File: config.mk
export PLATFORM = sky130hd
export DESIGN_NAME = i2c_word_slave
export DESIGN_NICKNAME = d
export VERILOG_FILES = /design/src/rtl/i2cw_pkg.sv /design/src/rtl/i2cw_sense.sv /design/src/rtl/i2cw_link.sv /design/src/rtl/i2cw_pack.sv /design/src/rtl/i2c_word_slave.sv
export SDC_FILE = /design/constraint.sdc
export NUM_CORES = 1
export LEC_CHECK = 0
export BUFFER_PORTS_ARGS = -buffer_cell sky130_fd_sc_hd__buf_2
export CAP_MARGIN = 15
export CORE_ASPECT_RATIO = 0.75
export CORE_MARGIN = 1
export CORE_UTILIZATION = 40
export DETAILED_ROUTE_END_ITERATION = 16
export PLACE_DENSITY = 0.66
export RECOVER_POWER = 50
export SYNTH_ARGS = -nofsm -noshare
export SYNTH_HDL_FRONTEND = slang
export SYNTH_SLANG_ARGS = --single-unit
File: constraint.sdc
create_clock -name clk -period 2.5 [get_ports clk]
set_input_delay 0.25 -clock clk [delete_from_list [all_inputs] [get_ports clk]]
set_output_delay 0.25 -clock clk [all_outputs]
set_load 0.005 [all_outputs]
File: src/rtl/i2cw_pkg.sv
package i2cw_pkg;
  typedef enum logic [2:0] {
    ST_IDLE,
    ST_ADDR,
    ST_ADDR_ACK,
    ST_RX,
    ST_RX_ACK,
    ST_TX,
    ST_TX_ACK
  } bus_st_t;
endpackage

File: src/rtl/i2cw_sense.sv
module i2cw_sense #(
  parameter int SYNC_STAGES = 2
) (
  input  logic clk,
  input  logic rst,
  input  logic scl_i,
  input  logic sda_i,
  output logic scl_lvl,
  output logic sda_lvl,
  output logic scl_rise,
  output logic scl_fall,
  output logic start_p,
  output logic stop_p
);
  logic [SYNC_STAGES-1:0] scl_sh, sda_sh;
  logic scl_s, sda_s, scl_d, sda_d;

  assign scl_s = scl_sh[SYNC_STAGES-1];
  assign sda_s = sda_sh[SYNC_STAGES-1];

  always_ff @(posedge clk) begin
    if (rst) begin
      scl_sh   <= '1;
      sda_sh   <= '1;
      scl_d    <= 1'b1;
      sda_d    <= 1'b1;
      scl_lvl  <= 1'b1;
      sda_lvl  <= 1'b1;
      scl_rise <= 1'b0;
      scl_fall <= 1'b0;
      start_p  <= 1'b0;
      stop_p   <= 1'b0;
    end else begin
      scl_sh   <= {scl_sh[SYNC_STAGES-2:0], scl_i};
      sda_sh   <= {sda_sh[SYNC_STAGES-2:0], sda_i};
      scl_d    <= scl_s;
      sda_d    <= sda_s;
      scl_lvl  <= scl_s;
      sda_lvl  <= sda_s;
      scl_rise <= scl_s & ~scl_d;
      scl_fall <= ~scl_s & scl_d;
      start_p  <= scl_s & scl_d & sda_d & ~sda_s;
      stop_p   <= scl_s & scl_d & ~sda_d & sda_s;
    end
  end

  assert_events_excl_R2: assert property (@(posedge clk) disable iff (rst)
    !(start_p && stop_p));
  assert_edges_excl_R5: assert property (@(posedge clk) disable iff (rst)
    !(scl_rise && scl_fall));
endmodule

File: src/rtl/i2cw_link.sv
module i2cw_link
  import i2cw_pkg::*;
#(
  parameter int BYTE_W = 8,
  localparam int ADDR_W = BYTE_W - 1,
  localparam int CNT_W  = $clog2(BYTE_W + 1)
) (
  input  logic              clk,
  input  logic              rst,
  input  logic              scl_lvl,
  input  logic              sda_lvl,
  input  logic              scl_rise,
  input  logic              scl_fall,
  input  logic              start_p,
  input  logic              stop_p,
  input  logic [ADDR_W-1:0] cfg_addr,
  input  logic [BYTE_W-1:0] tx_byte,
  output logic              sda_oe,
  output logic [BYTE_W-1:0] rx_byte,
  output logic              rx_stb,
  output logic              tx_take,
  output logic              xfer_begin,
  output logic              xfer_end,
  output logic              bus_err_p,
  output logic              addressed,
  output logic              rw_q
);
  bus_st_t           st;
  logic [CNT_W-1:0]  cnt;
  logic [BYTE_W-1:0] sh;
  logic              ack_seen;
  logic              m_ack;
  logic              in_byte;

  localparam logic [CNT_W-1:0] FULL = CNT_W'(BYTE_W);

  assign in_byte   = ((st == ST_ADDR) || (st == ST_RX) || (st == ST_TX)) && (cnt != '0);
  assign rx_byte   = sh;
  assign addressed = (st != ST_IDLE) && (st != ST_ADDR);

  always_ff @(posedge clk) begin
    if (rst) begin
      st         <= ST_IDLE;
      cnt        <= '0;
      sh         <= '0;
      ack_seen   <= 1'b0;
      m_ack      <= 1'b0;
      rw_q       <= 1'b0;
      sda_oe     <= 1'b0;
      rx_stb     <= 1'b0;
      tx_take    <= 1'b0;
      xfer_begin <= 1'b0;
      xfer_end   <= 1'b0;
      bus_err_p  <= 1'b0;
    end else begin
      rx_stb     <= 1'b0;
      tx_take    <= 1'b0;
      xfer_begin <= 1'b0;
      xfer_end   <= 1'b0;
      bus_err_p  <= 1'b0;
      if (start_p || stop_p) begin
        xfer_end <= 1'b1;
        sda_oe   <= 1'b0;
        cnt      <= '0;
        if (in_byte) begin
          bus_err_p <= 1'b1;
          st        <= ST_IDLE;
        end else begin
          st <= start_p ? ST_ADDR : ST_IDLE;
        end
      end else begin
        unique case (st)
          ST_IDLE: ;
          ST_ADDR: begin
            if (scl_rise && cnt != FULL) begin
              sh  <= {sh[BYTE_W-2:0], sda_lvl};
              cnt <= cnt + 1'b1;
            end else if (scl_fall && cnt == FULL) begin
              if (sh[BYTE_W-1:1] == cfg_addr) begin
                sda_oe     <= 1'b1;
                rw_q       <= sh[0];
                ack_seen   <= 1'b0;
                xfer_begin <= 1'b1;
                st         <= ST_ADDR_ACK;
              end else begin
                st <= ST_IDLE;
              end
            end
          end
          ST_ADDR_ACK: begin
            if (scl_rise) begin
              ack_seen <= 1'b1;
            end else if (scl_fall && ack_seen) begin
              cnt <= '0;
              if (rw_q) begin
                sh      <= tx_byte;
                sda_oe  <= ~tx_byte[BYTE_W-1];
                tx_take <= 1'b1;
                st      <= ST_TX;
              end else begin
                sda_oe <= 1'b0;
                st     <= ST_RX;
              end
            end
          end
          ST_RX: begin
            if (scl_rise && cnt != FULL) begin
              sh  <= {sh[BYTE_W-2:0], sda_lvl};
              cnt <= cnt + 1'b1;
            end else if (scl_fall && cnt == FULL) begin
              rx_stb   <= 1'b1;
              sda_oe   <= 1'b1;
              ack_seen <= 1'b0;
              st       <= ST_RX_ACK;
            end
          end
          ST_RX_ACK: begin
            if (scl_rise) begin
              ack_seen <= 1'b1;
            end else if (scl_fall && ack_seen) begin
              sda_oe <= 1'b0;
              cnt    <= '0;
              st     <= ST_RX;
            end
          end
          ST_TX: begin
            if (scl_rise && cnt != FULL) begin
              cnt <= cnt + 1'b1;
            end else if (scl_fall && cnt == FULL) begin
              sda_oe   <= 1'b0;
              ack_seen <= 1'b0;
              st       <= ST_TX_ACK;
            end else if (scl_fall && cnt != '0) begin
              sda_oe <= ~sh[BYTE_W-2];
              sh     <= {sh[BYTE_W-2:0], 1'b0};
            end
          end
          ST_TX_ACK: begin
            if (scl_rise) begin
              m_ack    <= ~sda_lvl;
              ack_seen <= 1'b1;
            end else if (scl_fall && ack_seen) begin
              cnt <= '0;
              if (m_ack) begin
                sh      <= tx_byte;
                sda_oe  <= ~tx_byte[BYTE_W-1];
                tx_take <= 1'b1;
                st      <= ST_TX;
              end else begin
                st <= ST_IDLE;
              end
            end
          end
          default: st <= ST_IDLE;
        endcase
      end
    end
  end

  assert_idle_quiet_R11: assert property (@(posedge clk) disable iff (rst)
    (st == ST_IDLE) |-> !sda_oe);
  assert_drive_scl_low_R5: assert property (@(posedge clk) disable iff (rst)
    $rose(sda_oe) |-> !$past(scl_lvl));
  assert_cnt_bound_R12: assert property (@(posedge clk) disable iff (rst)
    cnt <= FULL);
endmodule

File: src/rtl/i2cw_pack.sv
module i2cw_pack #(
  parameter int BYTE_W     = 8,
  parameter int NBYTES_MAX = 3,
  localparam int WORD_W = BYTE_W * NBYTES_MAX,
  localparam int IDX_W  = $clog2(NBYTES_MAX + 1)
) (
  input  logic              clk,
  input  logic              rst,
  input  logic [1:0]        cfg_wlen,
  input  logic              xfer_begin,
  input  logic              xfer_end,
  input  logic              rx_stb,
  input  logic [BYTE_W-1:0] rx_byte,
  input  logic              tx_take,
  output logic [BYTE_W-1:0] tx_byte,
  input  logic [WORD_W-1:0] tx_data,
  input  logic              tx_load,
  input  logic              rx_read,
  input  logic              err_clr,
  output logic [WORD_W-1:0] rx_data,
  output logic              rx_valid,
  output logic              rx_ovf,
  output logic              tx_empty
);
  logic [IDX_W-1:0]  nb, ri, ti;
  logic [WORD_W-1:0] acc, word_in;
  logic [WORD_W-1:0] hold, txw, aligned, cur;
  logic              full;

  always_comb begin
    if (int'(cfg_wlen) >= NBYTES_MAX - 1) nb = IDX_W'(NBYTES_MAX);
    else                                  nb = IDX_W'(cfg_wlen) + IDX_W'(1);
  end

  assign word_in  = {acc[WORD_W-BYTE_W-1:0], rx_byte};
  assign aligned  = hold << (BYTE_W * (NBYTES_MAX - int'(nb)));
  assign cur      = (ti == '0) ? (full ? aligned : '1) : txw;
  assign tx_byte  = cur[WORD_W-1 -: BYTE_W];
  assign tx_empty = ~full;

  // receive side: assemble bytes into words
  always_ff @(posedge clk) begin
    if (rst) begin
      ri       <= '0;
      acc      <= '0;
      rx_data  <= '0;
      rx_valid <= 1'b0;
      rx_ovf   <= 1'b0;
    end else begin
      if (rx_read) rx_valid <= 1'b0;
      if (err_clr) rx_ovf   <= 1'b0;
      if (xfer_begin || xfer_end) begin
        ri  <= '0;
        acc <= '0;
      end else if (rx_stb) begin
        if (ri == nb - IDX_W'(1)) begin
          ri  <= '0;
          acc <= '0;
          if (rx_valid && !rx_read) begin
            rx_ovf <= 1'b1;
          end else begin
            rx_data  <= word_in;
            rx_valid <= 1'b1;
          end
        end else begin
          acc <= word_in;
          ri  <= ri + IDX_W'(1);
        end
      end
    end
  end

  // transmit side: holding register split into bytes
  always_ff @(posedge clk) begin
    if (rst) begin
      hold <= '0;
      full <= 1'b0;
      txw  <= '0;
      ti   <= '0;
    end else begin
      if (tx_take) begin
        txw <= cur << BYTE_W;
        if (ti == '0) full <= 1'b0;
        ti <= (ti == nb - IDX_W'(1)) ? '0 : ti + IDX_W'(1);
      end else if (xfer_begin || xfer_end) begin
        ti <= '0;
      end
      if (tx_load && !full) begin
        hold <= tx_data;
        full <= 1'b1;
      end
    end
  end

  assert_rx_hold_R8: assert property (@(posedge clk) disable iff (rst)
    (rx_valid && !rx_read) |=> (rx_valid && $stable(rx_data)));
  assert_load_ignored_R9: assert property (@(posedge clk) disable iff (rst)
    (tx_load && full && !tx_take) |=> $stable(hold));
  assert_ovf_sticky_R8: assert property (@(posedge clk) disable iff (rst)
    (rx_ovf && !err_clr) |=> rx_ovf);
endmodule

File: src/rtl/i2c_word_slave.sv
module i2c_word_slave #(
  parameter int SYNC_STAGES = 2,
  parameter int BYTE_W      = 8,
  parameter int NBYTES_MAX  = 3,
  localparam int WORD_W = BYTE_W * NBYTES_MAX,
  localparam int ADDR_W = BYTE_W - 1
) (
  input  logic              clk,
  input  logic              rst,
  input  logic              scl_i,
  input  logic              sda_i,
  output logic              sda_oe,
  input  logic [ADDR_W-1:0] cfg_addr,
  input  logic [1:0]        cfg_wlen,
  output logic [WORD_W-1:0] rx_data,
  output logic              rx_valid,
  input  logic              rx_read,
  input  logic [WORD_W-1:0] tx_data,
  input  logic              tx_load,
  output logic              tx_empty,
  input  logic              err_clr,
  output logic              busy,
  output logic              dir_tx,
  output logic              irq_rx,
  output logic              irq_tx,
  output logic              irq_rxerr,
  output logic              irq_buserr
);
  logic scl_lvl, sda_lvl, scl_rise, scl_fall, start_p, stop_p;
  logic [BYTE_W-1:0] rx_byte, tx_byte;
  logic rx_stb, tx_take, xfer_begin, xfer_end, bus_err_p, addressed, rw_q;
  logic rx_ovf;

  i2cw_sense #(.SYNC_STAGES(SYNC_STAGES)) u_sense (
    .clk(clk), .rst(rst), .scl_i(scl_i), .sda_i(sda_i),
    .scl_lvl(scl_lvl), .sda_lvl(sda_lvl), .scl_rise(scl_rise),
    .scl_fall(scl_fall), .start_p(start_p), .stop_p(stop_p)
  );

  i2cw_link #(.BYTE_W(BYTE_W)) u_link (
    .clk(clk), .rst(rst), .scl_lvl(scl_lvl), .sda_lvl(sda_lvl),
    .scl_rise(scl_rise), .scl_fall(scl_fall), .start_p(start_p),
    .stop_p(stop_p), .cfg_addr(cfg_addr), .tx_byte(tx_byte),
    .sda_oe(sda_oe), .rx_byte(rx_byte), .rx_stb(rx_stb),
    .tx_take(tx_take), .xfer_begin(xfer_begin), .xfer_end(xfer_end),
    .bus_err_p(bus_err_p), .addressed(addressed), .rw_q(rw_q)
  );

  i2cw_pack #(.BYTE_W(BYTE_W), .NBYTES_MAX(NBYTES_MAX)) u_pack (
    .clk(clk), .rst(rst), .cfg_wlen(cfg_wlen), .xfer_begin(xfer_begin),
    .xfer_end(xfer_end), .rx_stb(rx_stb), .rx_byte(rx_byte),
    .tx_take(tx_take), .tx_byte(tx_byte), .tx_data(tx_data),
    .tx_load(tx_load), .rx_read(rx_read), .err_clr(err_clr),
    .rx_data(rx_data), .rx_valid(rx_valid), .rx_ovf(rx_ovf),
    .tx_empty(tx_empty)
  );

  always_ff @(posedge clk) begin
    if (rst) begin
      busy       <= 1'b0;
      dir_tx     <= 1'b0;
      irq_buserr <= 1'b0;
    end else begin
      busy   <= addressed;
      dir_tx <= addressed & rw_q;
      if (bus_err_p)    irq_buserr <= 1'b1;
      else if (err_clr) irq_buserr <= 1'b0;
    end
  end

  assign irq_rx    = rx_valid;
  assign irq_tx    = tx_empty;
  assign irq_rxerr = rx_ovf;

  assert_buserr_sticky_R12: assert property (@(posedge clk) disable iff (rst)
    (irq_buserr && !err_clr) |=> irq_buserr);
  assert_dir_needs_busy_R4: assert property (@(posedge clk) disable iff (rst)
    dir_tx |-> busy);
endmodule

-- Yosys cells after proc, flatten, opt, wreduce, memory -nomap -nowiden
Cells that the tools add are included.
- shift-type cells: 1
- reductions and logical operators: 44
- add/subtract/negate cells: 6
- order comparisons: 1
- equality and inequality tests: 49
- bitwise logic cells: 22
- multiplexer cells: 92
- operators with widths (kind ; count):
    $mux W8 ; 10
    $mux W1 ; 48
    $mux W24 ; 2
    $mux W3 ; 16
    $pmux W8 S4 ; 1
    $shl A24 B32 Y24 ; 1
    $ne A2 B2 Y1 const B ; 13
    $ne A2 B1 Y1 const B ; 11
    $ne A3 B3 Y1 const B ; 7
    $pmux W3 S7 ; 1
    $mux W16 ; 1
    $reduce_and A15 Y1 ; 1
    $not A1 Y1 ; 14
    $reduce_and A13 Y1 ; 1
    $mux W2 ; 6
    $mux W4 ; 3
    $ne A3 B1 Y1 const B ; 4
    $reduce_and A12 Y1 ; 1
    $reduce_bool A2 Y1 ; 5
    $reduce_or A2 Y1 ; 5
    $eq A3 B3 Y1 const B ; 3
    $ne A3 B2 Y1 const B ; 3
    $and A1 B1 Y1 ; 8
    $logic_and A1 B1 Y1 ; 8
    30 further kinds ; 42
- bits of input ports: 40
- flip-flop bits (word level): 124
- logic and storage cells: 247

-- Longest topological paths before layout
- depth after elaboration: 11
- depth in mapped cells: 9

-- Cells and area by module
Synthesis repeated with hierarchy kept, for this count alone.
- cells, all modules: 667
- area total of the unflattened synthesis: 5954.5 um2
- modules (own cells, without submodules) (module ; cells each ; area each (um2) ; times used):
    i2cw_pack ; 456 ; 4011.3 ; 1
    i2cw_link ; 179 ; 1530.2 ; 1
    i2cw_sense ; 22 ; 300.3 ; 1
    i2c_word_slave ; 10 ; 112.6 ; 1

-- Worst setup path after synthesis
Ideal clock, no wire load.
- path type: register -> register
- start point: reg u_link.cnt[0]
- end point: reg u_link.sh[0], in the netlist u_link.rx_byte[0]
- required time: 2.428 ns
- arrival: 1.872 ns
- path buffers: 2
- cell stages (with the launch flop): 10
- setup slack: 0.556 ns
- cell sequence: dfxtp_1 > inv_1 > ha_1 > and4b_1 > buf_6 > or3_1 > a31oi_1 > and3_1 > buf_6 > mux2i_1
- word-level cells in the longest chain between the ends: 4
- elaborated cells on any way between the ends: 11
- those cells by class: eq/ne (6); reduce/logical (5)
- RTL lines (what ; RTL line ; RTL):
    start, declared ; i2cw_link.sv:29 ; logic [CNT_W-1:0] cnt;
    start signal, assigned ; i2cw_link.sv:77 ; cnt <= cnt + 1'b1;
    start signal, assigned ; i2cw_link.sv:109 ; cnt <= cnt + 1'b1;
    start signal, assigned ; i2cw_link.sv:128 ; cnt <= cnt + 1'b1;
    $ne A4 B4 Y1 (tied with other cells) ; i2cw_link.sv:75, i2cw_link.sv:107, i2cw_link.sv:127 ;
    $logic_and A1 B1 Y1, on equally long branches ; - ;
    $ne A2 B2 Y1 (no source line) or $ne A2 B1 Y1 (tied branches) ; - ;
    $reduce_and A12 Y1 (no source line) (*) ; - ;
    end signal, assigned ; i2cw_link.sv:76 ; sh <= {sh[BYTE_W-2:0], sda_lvl};
    end signal, assigned ; i2cw_link.sv:108 ; sh <= {sh[BYTE_W-2:0], sda_lvl};
    end signal, assigned ; i2cw_link.sv:135 ; sh <= {sh[BYTE_W-2:0], 1'b0};
    end, declared ; i2cw_link.sv:30 ; logic [BYTE_W-1:0] sh;
Mark *: on every way between the ends. The rest lies on a longest branch, timed or not.
A chain may end at the register's enable or synchronous reset.

-- Final worst setup path
Same ends and word-level chain as after synthesis.

==> flow_summary.json <==
{
  "status": "completed",
  "chip_width_um": 136,
  "core_region_area_um2": 13100,
  "tritoncts_num_sinks": 124,
  "period_needed_ns": 2.31,
  "final.setup.tns_ns": 0,
  "achievable-frequency_mhz": 434,
  "first_pass_iters": 5,
  "layout.nets": 741,
  "async_flop_share_pct": 0,
  "placementRows": 36,
  "gp_routability_congestion": 0.891,
  "place.detailed.hpwl_mm": 9.25,
  "drtAntennaViolNets": 0,
  "worst_min_delay_path_category": "input port to flop",
  "cts_tree": "yes",
  "setup.worst_path.class": "flop to flop",
  "power_per_cell_area_nw_per_um2": 740,
  "net_count_after_synthesis": 684,
  "design_power_total_mw": 4.74,
  "first_pass_grt_wire_length_mm": 21.8,
  "timing.final.max_slew_violations": 0,
  "netlist_top_cells_area": "dfxtp_1 46%, nand2_1 7.4%, a21oi_1 5.5%",
  "dieArea_um2": 14000,
  "relSlewSlack_pct": 11.3,
  "grt_max_degree": 77,
  "number_of_buffers_added_by_the_clock_tree_synthesis_step": 17,
  "placement.setup.worst_slack_ns": 0.227,
  "share_of_final_layout_standard_cells_stronger_than_drive_strength_1_pct": 14.9,
  "die-height_um": 103,
  "grt.total_usage_pct": 20.3,
  "report.final.setup_viol": 0,
  "layout.cell_area.non_filler_um2": 6400,
  "syn2layout_area_growth_pct": 18.4,
  "clock_path_buffers": 2,
  "cts_htree_levels": 4,
  "cp-end-kind": "flop",
  "mean_post_synth_cell_area_um2": 8.44,
  "drt-initial-drc-count": 386,
  "count_of_cell_types_in_the_netlist": 54,
  "postSynth.topFlopCell": "dfxtp_1",
  "synth-seq-area-share_pct": 45.9,
  "synth_area_um2": 5410,
  "insertion_delay_ns": 0.42,
  "vdd_drop_max_uv": 504,
  "rsz0062_at_grt": "no",
  "boundaryPins": 73,
  "final_core_utilization_pct": 48.9,
  "wl_per_cell_um": 15.3,
  "antenna_found_initial": 0,
  "viasPerCell": 5.38,
  "clock_transition_at_the_register_clock_pins_on_the_worst_setup_and_hold_paths_after_cts_ns": 0.06,
  "cp.required_ns": 2.84,
  "diodes": 0,
  "grt_pass1_vias": 4371,
  "cellLeakagePower_nw": 2.46,
  "portBuffers": 72,
  "grt_overflow": 0,
  "cts.repair.resized": 0,
  "synth.yosys.warnings": 0,
  "clockRootBuffer": "clkbuf_16",
  "portion_of_the_clock_cycle_consumed_by_the_worst_path_in_the_final_layout_pct": 92.2,
  "synth_top_area_share_pct": 45.9,
  "total_number_of_vias": 4741,
  "worst_pin_slew_ns": 1.33,
  "cts-hold-fix-buffers": 0,
  "synth-edff-count": 0,
  "hold_viol": 0,
  "start_util_pct": 41.3,
  "synth_top_cell_by_area": "dfxtp_1",
  "synth_cells": 641,
  "crit_path_max_fanout": 8,
  "synth_seq_cells": 124,
  "setup_crit_start_kind": "flop",
  "worstPathArrival_ns": 2.64,
  "maxCapViolations": 0,
  "post_cts.repair.setup_buffers": 0,
  "finClkSkew_ns": 0.00748,
  "setup_slack_ns": 0.195,
  "drt_drc_violations_left": 0,
  "placed_area_um2": 5870,
  "postRouteWirelength_mm": 13.5
}
==> Yosys cell counts, drive strengths merged (3+ instances only) <==
cell / count
o221ai: 14
a211oi: 5
mux2i: 28
ha: 3
nand3: 3
nand3b: 14
nand2b: 21
nand2: 106
nor2: 69
nor3b: 6
xor2: 3
nand4b: 9
nand4: 3
dfxtp: 124
nor3: 8
clkbuf: 28
nor2b: 5
xnor2: 7
o21ai: 26
inv: 11
a22oi: 17
a21oi: 59
mux2: 6
a311oi: 4
buf: 19
or3: 3
or2: 7
==> flip-flops by register name, indices dropped and copies added (netlist names), 3 cells and up <==
signal,count
u_link.cnt,4
u_link.rx_byte,8
u_link.st,3
u_pack.acc,16
u_pack.hold,24
u_pack.rx_data,24
u_pack.txw,16
==> cells in the final DEF, fill, tap and decap left out, types with 3 or more instances in the layout <==
| cell type | instances |
|---|---|
| a211oi_1 | 5 |
| a21oi_1 | 59 |
| a22oi_1 | 17 |
| a311oi_1 | 4 |
| buf_2 | 47 |
| buf_4 | 9 |
| clkbuf_1 | 26 |
| clkbuf_16 | 17 |
| dfxtp_1 | 124 |
| ha_1 | 3 |
| inv_1 | 11 |
| inv_6 | 9 |
| mux2_2 | 6 |
| mux2i_1 | 28 |
| nand2_1 | 106 |
| nand2b_1 | 21 |
| nand3_1 | 3 |
| nand3b_1 | 14 |
| nand4_1 | 3 |
| nand4b_1 | 9 |
| nor2_1 | 69 |
| nor2b_1 | 5 |
| nor3_1 | 8 |
| nor3b_1 | 6 |
| o21ai_0 | 26 |
| o221ai_1 | 14 |
| or2_2 | 7 |
| or3_1 | 3 |
| xnor2_1 | 7 |
| xor2_1 | 3 |
==> logic make-up after synthesis <==
| kind of cell | count (synthesis) | synth area share (%) |
|---|---|---|
| fa+ha+maj | 3 | 0.694 |
| simple gates | 263 | 23.1 |
| flops | 124 | 45.9 |
| mux | 34 | 6.43 |
| compound gates | 147 | 17.2 |
| xor+xnor | 10 | 1.62 |
| buf+inv | 60 | 5.09 |
==> critical path: stages, from the launching register on <==
cell	delay [ns]
dfxtp_1	0.39
inv_1	0.06
ha_1	0.23
and4b_1	0.31
or3_1	0.34
a31oi_1	0.15
and3_1	0.49
mux2i_1	0.25
==> cell type report <==
cell class,instances,area (um^2)
well taps,171,214
flip-flops and latches,124,2480
clock buffers,17,425
inverters,13,48.8
multi-input cells,457,2650
fillers,1249,6700
clock inverters,15,150
repair buffers,85,430
==> path summary, 6_finish.rpt <==
kind	from	end	slack, ns	cells after the start
max	u_link.cnt[0]	u_link.rx_byte[0]	0.19	7
min	scl_i	u_sense.scl_sh[0]	0.02	2
max reg2reg	u_link.cnt[0]	u_link.rx_byte[0]	0.19	7
min reg2reg	u_sense.scl_sh[0]	u_sense.scl_sh[1]	0.42	1
==> stage by stage <==
stage | std cells | hold slack, ns
floorplan | 641 | 0.354
global placement | 850 | 0.393
detailed placement | 850 | 0.407
CTS | 882 | 0.00776
global route | 882 | 0.00743
finish | 882 | 0.0171
==> layer usage <==
layer	track usage, %	share of wire, %	vias up
li1	-	-	2353
met1	27.1	49	2237
met2	31.7	44	137
met3	5.46	5.8	14
met4	6.92	1.5	0
met5	0	0	-
==> power by group <==
group / switching [mW] / internal, mW / leakage [nW]
sequential: 0.0414 / 2.01 / 1.00
clock: 1.00 / 1.40 / 0.283
combinational: 0.165 / 0.115 / 1.17
total: 1.21 / 3.53 / 2.46
(Power assumes the default switching activity.)
